[src/rtl/modadd_bist_pkg.sv]
package modadd_bist_pkg;

    typedef enum logic [1:0] {
        ST_IDLE = 2'd0,
        ST_RUN  = 2'd1,
        ST_DONE = 2'd2
    } bist_state_t;

    // modulus of the form 2^n - 2^k - 1
    function automatic int unsigned residue_modulus(input int unsigned n, input int unsigned k);
        return (32'd1 << n) - (32'd1 << k) - 32'd1;
    endfunction

endpackage

[src/rtl/bist_lfsr.sv]
module bist_lfsr #(
    parameter int unsigned        WIDTH = 8,
    parameter logic [WIDTH-1:0]   TAPS  = 8'hB8,
    parameter logic [WIDTH-1:0]   SEED  = 8'h01
) (
    input  logic             clk,
    input  logic             rst,
    input  logic             load,
    input  logic             step,
    output logic [WIDTH-1:0] q
);

    logic feedback;

    assign feedback = ^(q & TAPS);

    always_ff @(posedge clk) begin
        if (rst || load) begin
            q <= SEED;
        end else if (step) begin
            q <= {q[WIDTH-2:0], feedback};
        end
    end


    lfsr_nonzero_chk: assert property (@(posedge clk) disable iff (rst)
        q != '0);

endmodule

[src/rtl/bist_modref.sv]
module bist_modref #(
    parameter int unsigned N = 8,
    parameter int unsigned K = 4
) (
    input  logic [N-1:0] raw_a,
    input  logic [N-1:0] raw_b,
    output logic [N-1:0] op_a,
    output logic [N-1:0] op_b,
    output logic [N-1:0] expect_sum
);
    import modadd_bist_pkg::*;

    localparam int unsigned MOD_INT = residue_modulus(N, K);
    localparam logic [N:0]  MOD     = MOD_INT[N:0];

    logic [N:0] sum_raw;

    function automatic logic [N-1:0] fold(input logic [N-1:0] v);
        logic [N:0] w;
        w = {1'b0, v};
        if (w >= MOD) begin
            w = w - MOD;
        end
        return w[N-1:0];
    endfunction

    always_comb begin
        op_a    = fold(raw_a);
        op_b    = fold(raw_b);
        sum_raw = {1'b0, op_a} + {1'b0, op_b};
        if (sum_raw >= MOD) begin
            expect_sum = sum_raw[N-1:0] - MOD[N-1:0];
        end else begin
            expect_sum = sum_raw[N-1:0];
        end
    end

endmodule

[src/rtl/bist_ctrl.sv]
module bist_ctrl #(
    parameter int unsigned CNT_W = 16
) (
    input  logic             clk,
    input  logic             rst,
    input  logic             start,
    input  logic [CNT_W-1:0] pat_count,
    output logic             load,
    output logic             step,
    output logic             busy,
    output logic             done,
    output logic [CNT_W-1:0] pat_idx
);
    import modadd_bist_pkg::*;

    bist_state_t      state_q, state_d;
    logic [CNT_W-1:0] cnt_q;
    logic [CNT_W-1:0] idx_q;
    logic             last_pat;

    assign last_pat = (idx_q == cnt_q - 1'b1);

    // state register
    always_ff @(posedge clk) begin
        if (rst) begin
            state_q <= ST_IDLE;
        end else begin
            state_q <= state_d;
        end
    end

    // pattern counter and latched length
    always_ff @(posedge clk) begin
        if (rst) begin
            cnt_q <= '0;
            idx_q <= '0;
        end else if (load) begin
            cnt_q <= pat_count;
            idx_q <= '0;
        end else if (step) begin
            idx_q <= idx_q + 1'b1;
        end
    end

    // next state and outputs
    always_comb begin
        state_d = state_q;
        load    = 1'b0;
        step    = 1'b0;
        busy    = 1'b0;
        done    = 1'b0;
        unique case (state_q)
            ST_IDLE, ST_DONE: begin
                done = (state_q == ST_DONE);
                if (start) begin
                    load    = 1'b1;
                    state_d = (pat_count == '0) ? ST_DONE : ST_RUN;
                end
            end
            ST_RUN: begin
                busy = 1'b1;
                step = 1'b1;
                if (last_pat) begin
                    state_d = ST_DONE;
                end
            end
            default: state_d = ST_IDLE;
        endcase
    end

    assign pat_idx = idx_q;


    zero_len_done_chk: assert property (@(posedge clk) disable iff (rst)
        (!busy && start && pat_count == '0) |=> (done && !busy));


    done_hold_chk: assert property (@(posedge clk) disable iff (rst)
        (done && !start) |=> done);


    start_ignored_chk: assert property (@(posedge clk) disable iff (rst)
        (busy && !last_pat) |=> (busy && idx_q == $past(idx_q) + 1'b1));

endmodule

[src/rtl/modadd_selftest.sv]
module modadd_selftest #(
    parameter int unsigned N      = 8,
    parameter int unsigned K      = 4,
    parameter int unsigned CNT_W  = 16,
    parameter logic [N-1:0] TAPS   = 8'hB8,
    parameter logic [N-1:0] SEED_A = 8'h01,
    parameter logic [N-1:0] SEED_B = 8'hA5
) (
    input  logic             clk,
    input  logic             rst,
    input  logic             start,
    input  logic [CNT_W-1:0] pat_count,
    output logic [N-1:0]     op_a,
    output logic [N-1:0]     op_b,
    input  logic [N-1:0]     sum_in,
    output logic             busy,
    output logic             done,
    output logic             fail,
    output logic [CNT_W-1:0] fail_idx
);
    import modadd_bist_pkg::*;

    localparam int unsigned MOD_INT = residue_modulus(N, K);
    localparam logic [N:0]  MOD     = MOD_INT[N:0];

    logic             load, step;
    logic [N-1:0]     raw_a, raw_b;
    logic [N-1:0]     expect_sum;
    logic [CNT_W-1:0] pat_idx;
    logic             mismatch;

    bist_ctrl #(.CNT_W(CNT_W)) u_ctrl (
        .clk       (clk),
        .rst       (rst),
        .start     (start),
        .pat_count (pat_count),
        .load      (load),
        .step      (step),
        .busy      (busy),
        .done      (done),
        .pat_idx   (pat_idx)
    );

    bist_lfsr #(.WIDTH(N), .TAPS(TAPS), .SEED(SEED_A)) u_lfsr_a (
        .clk  (clk),
        .rst  (rst),
        .load (load),
        .step (step),
        .q    (raw_a)
    );

    bist_lfsr #(.WIDTH(N), .TAPS(TAPS), .SEED(SEED_B)) u_lfsr_b (
        .clk  (clk),
        .rst  (rst),
        .load (load),
        .step (step),
        .q    (raw_b)
    );

    bist_modref #(.N(N), .K(K)) u_ref (
        .raw_a      (raw_a),
        .raw_b      (raw_b),
        .op_a       (op_a),
        .op_b       (op_b),
        .expect_sum (expect_sum)
    );

    assign mismatch = busy && (sum_in != expect_sum);

    // sticky verdict with first-failure index
    always_ff @(posedge clk) begin
        if (rst || load) begin
            fail     <= 1'b0;
            fail_idx <= '0;
        end else if (mismatch && !fail) begin
            fail     <= 1'b1;
            fail_idx <= pat_idx;
        end
    end


    operand_range_chk: assert property (@(posedge clk) disable iff (rst)
        busy |-> ({1'b0, op_a} < MOD && {1'b0, op_b} < MOD));


    fail_sticky_chk: assert property (@(posedge clk) disable iff (rst)
        (fail && !load) |=> (fail && $stable(fail_idx)));


    start_clears_chk: assert property (@(posedge clk) disable iff (rst)
        load |=> (!fail && fail_idx == '0));


    reset_state_chk: assert property (@(posedge clk)
        $past(rst) |-> (!busy && !done && !fail));

endmodule

[config.mk]
export PLATFORM = sky130hd
export DESIGN_NAME = modadd_selftest
export DESIGN_NICKNAME = d
export VERILOG_FILES = /design/src/rtl/modadd_bist_pkg.sv /design/src/rtl/bist_lfsr.sv /design/src/rtl/bist_modref.sv /design/src/rtl/bist_ctrl.sv /design/src/rtl/modadd_selftest.sv
export SDC_FILE = /design/constraint.sdc
export NUM_CORES = 1
export LEC_CHECK = 0
export BUFFER_PORTS_ARGS = -buffer_cell sky130_fd_sc_hd__buf_2
export CAP_MARGIN = 25
export CORE_MARGIN = 10
export CORE_UTILIZATION = 52
export DETAILED_ROUTE_END_ITERATION = 16
export GPL_ROUTABILITY_DRIVEN = 0
export PLACE_DENSITY = 0.82
export REMOVE_ABC_BUFFERS = 1
export SLEW_MARGIN = 20
export SYNTH_ARGS = -nofsm -noshare
export SYNTH_HDL_FRONTEND = slang
export SYNTH_SLANG_ARGS = --single-unit
[constraint.sdc]
create_clock -name clk -period 5.2 [get_ports clk]
set_input_delay 0 -clock clk [delete_from_list [all_inputs] [get_ports clk]]
set_output_delay 0 -clock clk [all_outputs]
set_load 0.02 [all_outputs]
# Word level (Yosys, flattened, before mapping)
# Index checks and enable logic that the tools add are counted.
totals:
  regBits: 67
  latch_bits: 0
  ram_bits: 0
  mem_bits_ro: 0
  in_bits: 27
  n_memories: 0
classes:
  n_addsub: 6
  mul: 0
  n_div: 0
  order_cmp: 3
  n_eq_ne: 6
  n_shift: 0
  n_mux: 11
  n_bitwise: 0
  n_reduce_logical: 11
op_table:
  columns: ["operator", "n"]
  rows:
  - ["2-to-1 mux 8 bit", 3]
  - ["subtractor 8 bit, second input constant", 3]
  - ["adder 16 x 1 -> 16 bit, second input constant", 1]
  - ["equality test 16 bit", 1]
  - ["greater-or-equal comparator 8 bit, second input constant", 2]
  - ["logical NOT 16 bit", 1]
  - ["parity 8 bit", 2]
  - ["subtractor 16 x 1 -> 16 bit, second input constant", 1]
  - ["adder 8 x 8 -> 9 bit", 1]
  - ["greater-or-equal comparator 9 x 8 -> 1 bit, second input constant", 1]
  - ["inequality test 8 bit", 1]
  - ["2-to-1 mux 2 bit", 3]
  - ["2-to-1 mux 1 bit", 4]
  - ["one-hot mux 2 bit (2 select lines)", 1]
  - ["OR reduction 2 bit", 2]
  - ["equality test 2 x 1 -> 1 bit, second input constant", 1]
  - ["equality test 2 bit, second input constant", 1]
  - ["logical AND 1 bit", 2]
  - ["logical NOT 2 bit", 1]
  - ["inequality test 2 x 1 -> 1 bit, second input constant", 1]
  - ["inequality test 2 bit, second input constant", 1]
  - ["AND reduction 2 bit", 1]
  - ["logical NOT 1 bit", 1]
  - ["logical OR 1 bit", 1]

# Longest topological paths before layout
depth:
  word_depth: 8
  ltp_mapped: 20
  mapped_depth_nobuf: 19

# By module
# Synthesis repeated with hierarchy kept, for this count alone.
hier_totals:
  cells_unflattened: 511
  hier_area_um2: 4289.1
modules_own_cells:
  columns: ["mod", "instances", "cells_each", "area_per_inst_um2", "seq_area_each_um2"]
  rows:
  - ["bist_ctrl", 1, 256, 2028.2, 680.7]
  - ["bist_modref", 1, 111, 830.8, 0.0]
  - ["modadd_selftest", 1, 83, 772.0, 340.3]
  - ["bist_lfsr at u_lfsr_a", 1, 31, 334.1, 160.2]
  - ["bist_lfsr at u_lfsr_b", 1, 30, 324.1, 160.2]

# Worst setup path before layout
# Ideal clock, no wire load.
synth_path:
  path_kind: "flip-flop to flip-flop"
  startpoint: "register u_lfsr_a.q[4]"
  endpoint: "register fail_idx[5]"
  setup_time_ns: 0.132
  arrival_ns: 4.458
  t_required_ns: 5.068
  slack_ns: 0.610
  path_stages_with_launch: 21
  period_less_slack_ns: 4.590
  cell_sequence: "dfxtp_1 inv_1 ha_1 a41oi_1 nor2_1 xor2_1 ha_1 fa_1 clkbuf_1 inv_1 nor4_1 a211o_1 o21ai_0 and3_4 a2111oi_4 mux2i_1 nand3_1 o41a_4 buf_6 nand3_1 a21oi_1"
synth_via:
  elab_chain_len: 8
synth_lines:
  columns: ["item", "line_no", "source"]
  rows:
  - ["start: declaration", "bist_lfsr.sv:10", "output logic [WIDTH-1:0] q"]
  - ["start signal: assignment", "bist_lfsr.sv:21", "q <= {q[WIDTH-2:0], feedback};"]
  - ["greater-or-equal comparator 8 bit *", "bist_modref.sv:21", "if (w >= MOD) begin"]
  - ["2-to-1 mux 8 bit *", "bist_modref.sv:21", null]
  - ["via op_a[0]", "modadd_selftest.sv:13", "output logic [N-1:0] op_a,"]
  - ["adder 8 x 8 -> 9 bit *", "bist_modref.sv:30", "sum_raw = {1'b0, op_a} + {1'b0, op_b};"]
  - ["subtractor 8 bit / greater-or-equal comparator 9 x 8 -> 1 bit (equally long branches)", "bist_modref.sv:32, bist_modref.sv:31", null]
  - ["2-to-1 mux 8 bit *", "bist_modref.sv:31", "if (sum_raw >= MOD) begin"]
  - ["inequality test 8 bit *", "modadd_selftest.sv:68", "assign mismatch = busy && (sum_in != expect_sum);"]
  - ["logical AND 1 bit *", "modadd_selftest.sv:68", null]
  - ["logical AND 1 bit *", "modadd_selftest.sv:75", "end else if (mismatch && !fail) begin"]
  - ["end signal: assignment", "modadd_selftest.sv:77", "fail_idx <= pat_idx;"]
  - ["end: declaration", "modadd_selftest.sv:19", "output logic [CNT_W-1:0] fail_idx"]
# The timed path passes the listed nets; every way through them passes the cells marked *.
# A chain may end at the register's enable or synchronous reset.

# Worst setup path in the final report
layout_path:
  startpoint: "register u_lfsr_b.q[1]"
  endpoint: "register fail_idx[14]"
layout_via:
  elab_chain_len: 8
layout_lines:
  columns: ["item", "line_no"]
  rows:
  - ["start: declaration", "bist_lfsr.sv:10"]
  - ["start signal: assignment", "bist_lfsr.sv:21"]
  - ["subtractor 8 bit / greater-or-equal comparator 8 bit (equally long branches)", "bist_modref.sv:22, bist_modref.sv:21"]
  - ["2-to-1 mux 8 bit *", "bist_modref.sv:21"]
  - ["adder 8 x 8 -> 9 bit *", "bist_modref.sv:30"]
  - ["subtractor 8 bit / greater-or-equal comparator 9 x 8 -> 1 bit (equally long branches)", "bist_modref.sv:32, bist_modref.sv:31"]
  - ["2-to-1 mux 8 bit *", "bist_modref.sv:31"]
  - ["inequality test 8 bit *", "modadd_selftest.sv:68"]
  - ["logical AND 1 bit *", "modadd_selftest.sv:68"]
  - ["logical AND 1 bit *", "modadd_selftest.sv:75"]
# Every way passes the cells marked *; elsewhere a longest branch is shown, timed or not.

==> impl_results.md <==
* Most used cell, CP: a21oi_1
* Seq/Total Area, Yosys at 27.83%
* Synthesized instance count at 609
* Worst min path class: in -> reg
* RSZ-0062 raised after global routing: no
* Final Core Density at 60.57%
* Initial antenna violation count at 0
* WP buf/inv at 0
* Post-synth ARST share at 0%
* Count of final setup violators at 0
* Cts bufs inserted at 9
* Post-synthesis mux area share at 2.207%
* FMAX at 203.5 MHz
* Layout area overhead at 15.03%
* Post-synthesis cell type count at 81
* R2R cell count at 16
* Post-Synth Simple-Gate Area at 26.01%
* Smallest hold slack at 0.02311 ns
* Core Area at 0.009153 mm2
* ANT cells at 0
* Total stage count of the critical path at 16
* Setup crit start kind: register
* Commonest non-fill, non-tap cells in the layout: nand2_1 (94), dfxtp_1 (67), a21oi_1 (61), buf_2 (61), nor2_1 (35)
* H-tree depth at 3
* Maximum vdd drop at 0.1679 mV
* Slew Limit Fails at 0
* Commonest non-fill, non-tap cell in the layout: nand2_1
* Arrival @ worst endpoint at 5.12 ns
* Vias at 4828
* Post-synthesis sequential element count at 67
* Max capacitance violation total at 0
* Slowest CP cell: o41a_4
* Compound-Gate Fraction of Synth Area at 25.21%
* CP required at 5.40 ns
* Grt total ovfl at 0
* First-pass GRT wire length at 22.00 mm
* WHS Path Cells at 2
* Nature of the critical path endpoint: register
* GRT Total Usage at 19.84%
* LEAKAGE at 2.189 nW
* CTS tree: yes
* Post-DP HPWL at 9.697 mm
* Max incr delay on CP at 0.57 ns
* Slew @ Worst Pin at 0.8303 ns
* DR WL/cell at 16.92 um
* Sink Count at 67
* CP delay by family, top: compound AO/OA/AOI/OAI gates
* Post-placement cell count at 758
* Starting density of the core at 52.66%
* IO Port Bufs at 61
* Synth Flop Type: dfxtp_1
* Crit-path cells: ha_1 -> a41oi_2 -> nor2_2 -> mux2_2 -> ha_1 -> a21oi_2 -> a21oi_1 -> a21oi_1 -> o311a_4 -> or3_4 -> a2111oi_4 -> mux2i_1 -> nand3_1 -> o41a_4 -> nand3_1 -> a21oi_1
* Vias per inst at 6.111
* Die Area at 0.01352 mm2
* First-pass DRT Iterations at 5
* Crit path kind: reg -> reg
* Largest net degree at the start of global routing at 45
* Largest family of logic cells by synthesized area: simple AND/OR/NAND/NOR gates
* Syn. warnings at 0
* Non-Filler Instances at 790
* Fraction of layout cells with a size suffix above 1 at 18.85%
* Setup_tns at 0 ns
* Critical Path Fanout Max at 16
* Clock root buffer: clkbuf_8
* Synth Area in XOR/XNOR at 9.891%
* Layout Nets at 718
* Die width at 116.3 um
* Reg clk slew, reported paths at 0.08 ns
* Mapped Area at 0.004820 mm2
* Status: finished clean
* # rows at 35
* Violation count after the first detailed-route iteration at 492
* Rel. slew slack at 44.65%
* Post-synth EDFFs at 0
* Fin crit share at 94.48%
* PwrDens at 230.6 mW/mm2
* Final ANT Viol Nets at 0
* Chip Height at 116.3 um
* Max Root-Sink Buffers at 2
* Clock Skews at 0.01185 ns
* Clk Latency, worst-skew pair at 0.36 ns
* Detailed-route DRC error count at 0
* I/O pin count at 62
* Vias in the first global route at 4680
* Wirelength, routed at 13.37 mm
* Adder-Cell Fraction of Synth Area at 4.569%
* Final min period at 4.913 ns
* Hold Violations, Final at 0
* Avg Inst Size Synth at 7.914 um2
[per-stage QoR]
stage,power [mW],area (um2),setup WS (ns)
6_report,1.279,5544,0.2869
3_5_place_dp,0.8273,5151,0.2491
2_1_floorplan,0.7528,4692,0.6133
5_1_grt,1.338,5544,0.02010
3_3_place_gp,0.8166,5151,0.3961
4_1_cts,1.277,5513,0.2173
[final timing paths]
path | slack (ns) | from | end
setup reg to reg | 0.29 | u_lfsr_b.q[1]$_SDFFE_PP0P_ | fail_idx[14]$_SDFFE_PP0P_
hold reg to reg | 0.47 | fail_idx[3]$_SDFFE_PP0P_ | fail_idx[3]$_SDFFE_PP0P_
hold / removal | 0.02 | rst | u_ctrl.state_q[0]$_SDFFE_PP0P_
setup / recovery | 0.29 | u_lfsr_b.q[1]$_SDFFE_PP0P_ | fail_idx[14]$_SDFFE_PP0P_
[report_power, final]
part           total [mW]  internal [mW]  switching [mW]
Sequential          0.552          0.527          0.0245
Combinational       0.282          0.114           0.168
Clock               0.445          0.234           0.211
[cells by family after synthesis]
logic type	count (synthesis)
and+or+nand+nor	250
muxes	9
adders and majority gates	17
xor gates and xnor gates	52
buffers and inverters	46
AOI/OAI and AO/OA	168
DFF	67
[state kept, by name, indices dropped and copies added (netlist names)]
signal,flops
fail_idx,16
u_ctrl.cnt_q,16
u_ctrl.pat_idx,16
u_lfsr_a.q,8
u_lfsr_b.q,8
u_ctrl.state_q,2
fail,1
[metal layers]
| metal | vias up | GRT usage (%) | part of all wire [%] |
|---|---|---|---|
| met1 | 2246 | 23.65 | 42 |
| met3 | 34 | 4.366 | 7.0 |
| li1 | 2341 | - | - |
| met2 | 207 | 33.11 | 48 |
| met4 | 0 | 9.508 | 2.5 |
| met5 | - | 0 | 0 |
[cell usage after synthesis (3+ instances only)]
library cell	count	area (um2)
nor2_2	3	18.77
a21oi_1	62	310.3
mux2_2	3	33.78
o211ai_1	9	67.56
and3_1	7	43.79
and3_4	3	33.78
a31oi_1	9	56.30
mux2i_1	5	50.05
nand3b_1	3	22.52
ha_1	16	200.2
nor4_1	11	68.82
a211oi_1	3	22.52
nand3_1	31	155.2
xnor2_1	24	210.2
clkbuf_1	18	67.56
nand2b_1	3	18.77
o21ai_0	23	115.1
a211oi_2	3	37.54
and2_1	8	50.05
o21ai_1	10	50.05
nor3_1	9	45.04
buf_6	4	45.04
o21a_1	6	45.04
nor2_1	38	142.6
o31a_1	3	26.28
or2_2	6	37.54
buf_2	3	15.01
dfxtp_1	67	1341
and4_1	4	35.03
inv_1	17	63.81
nand4_1	6	37.54
xor2_1	26	227.7
nand2_1	94	352.8
o211a_1	3	30.03
or3_1	7	43.79
nor2b_1	6	37.54
[cell type report]
cell class | instances | area (um2)
clock inverters | 6 | 63.81
fillers | 781 | 3608
repair buffers | 79 | 480.5
multi-input cells | 496 | 3303
flip-flops and latches | 67 | 1341
inverters | 21 | 78.83
clock buffers | 10 | 137.6
well taps | 111 | 138.9
[timing repair]
| item | 4_1_cts | 5_1_grt |
|---|---|---|
| resized for setup | 0 | 7 |
| endpoints found under the setup margin | 0 | 17 |
| endpoints found under the hold margin | 16 | 0 |
| setup buffers | 0 | 0 |
| hold buffers | 16 | 0 |
Power figures use the tool's default switching activity.
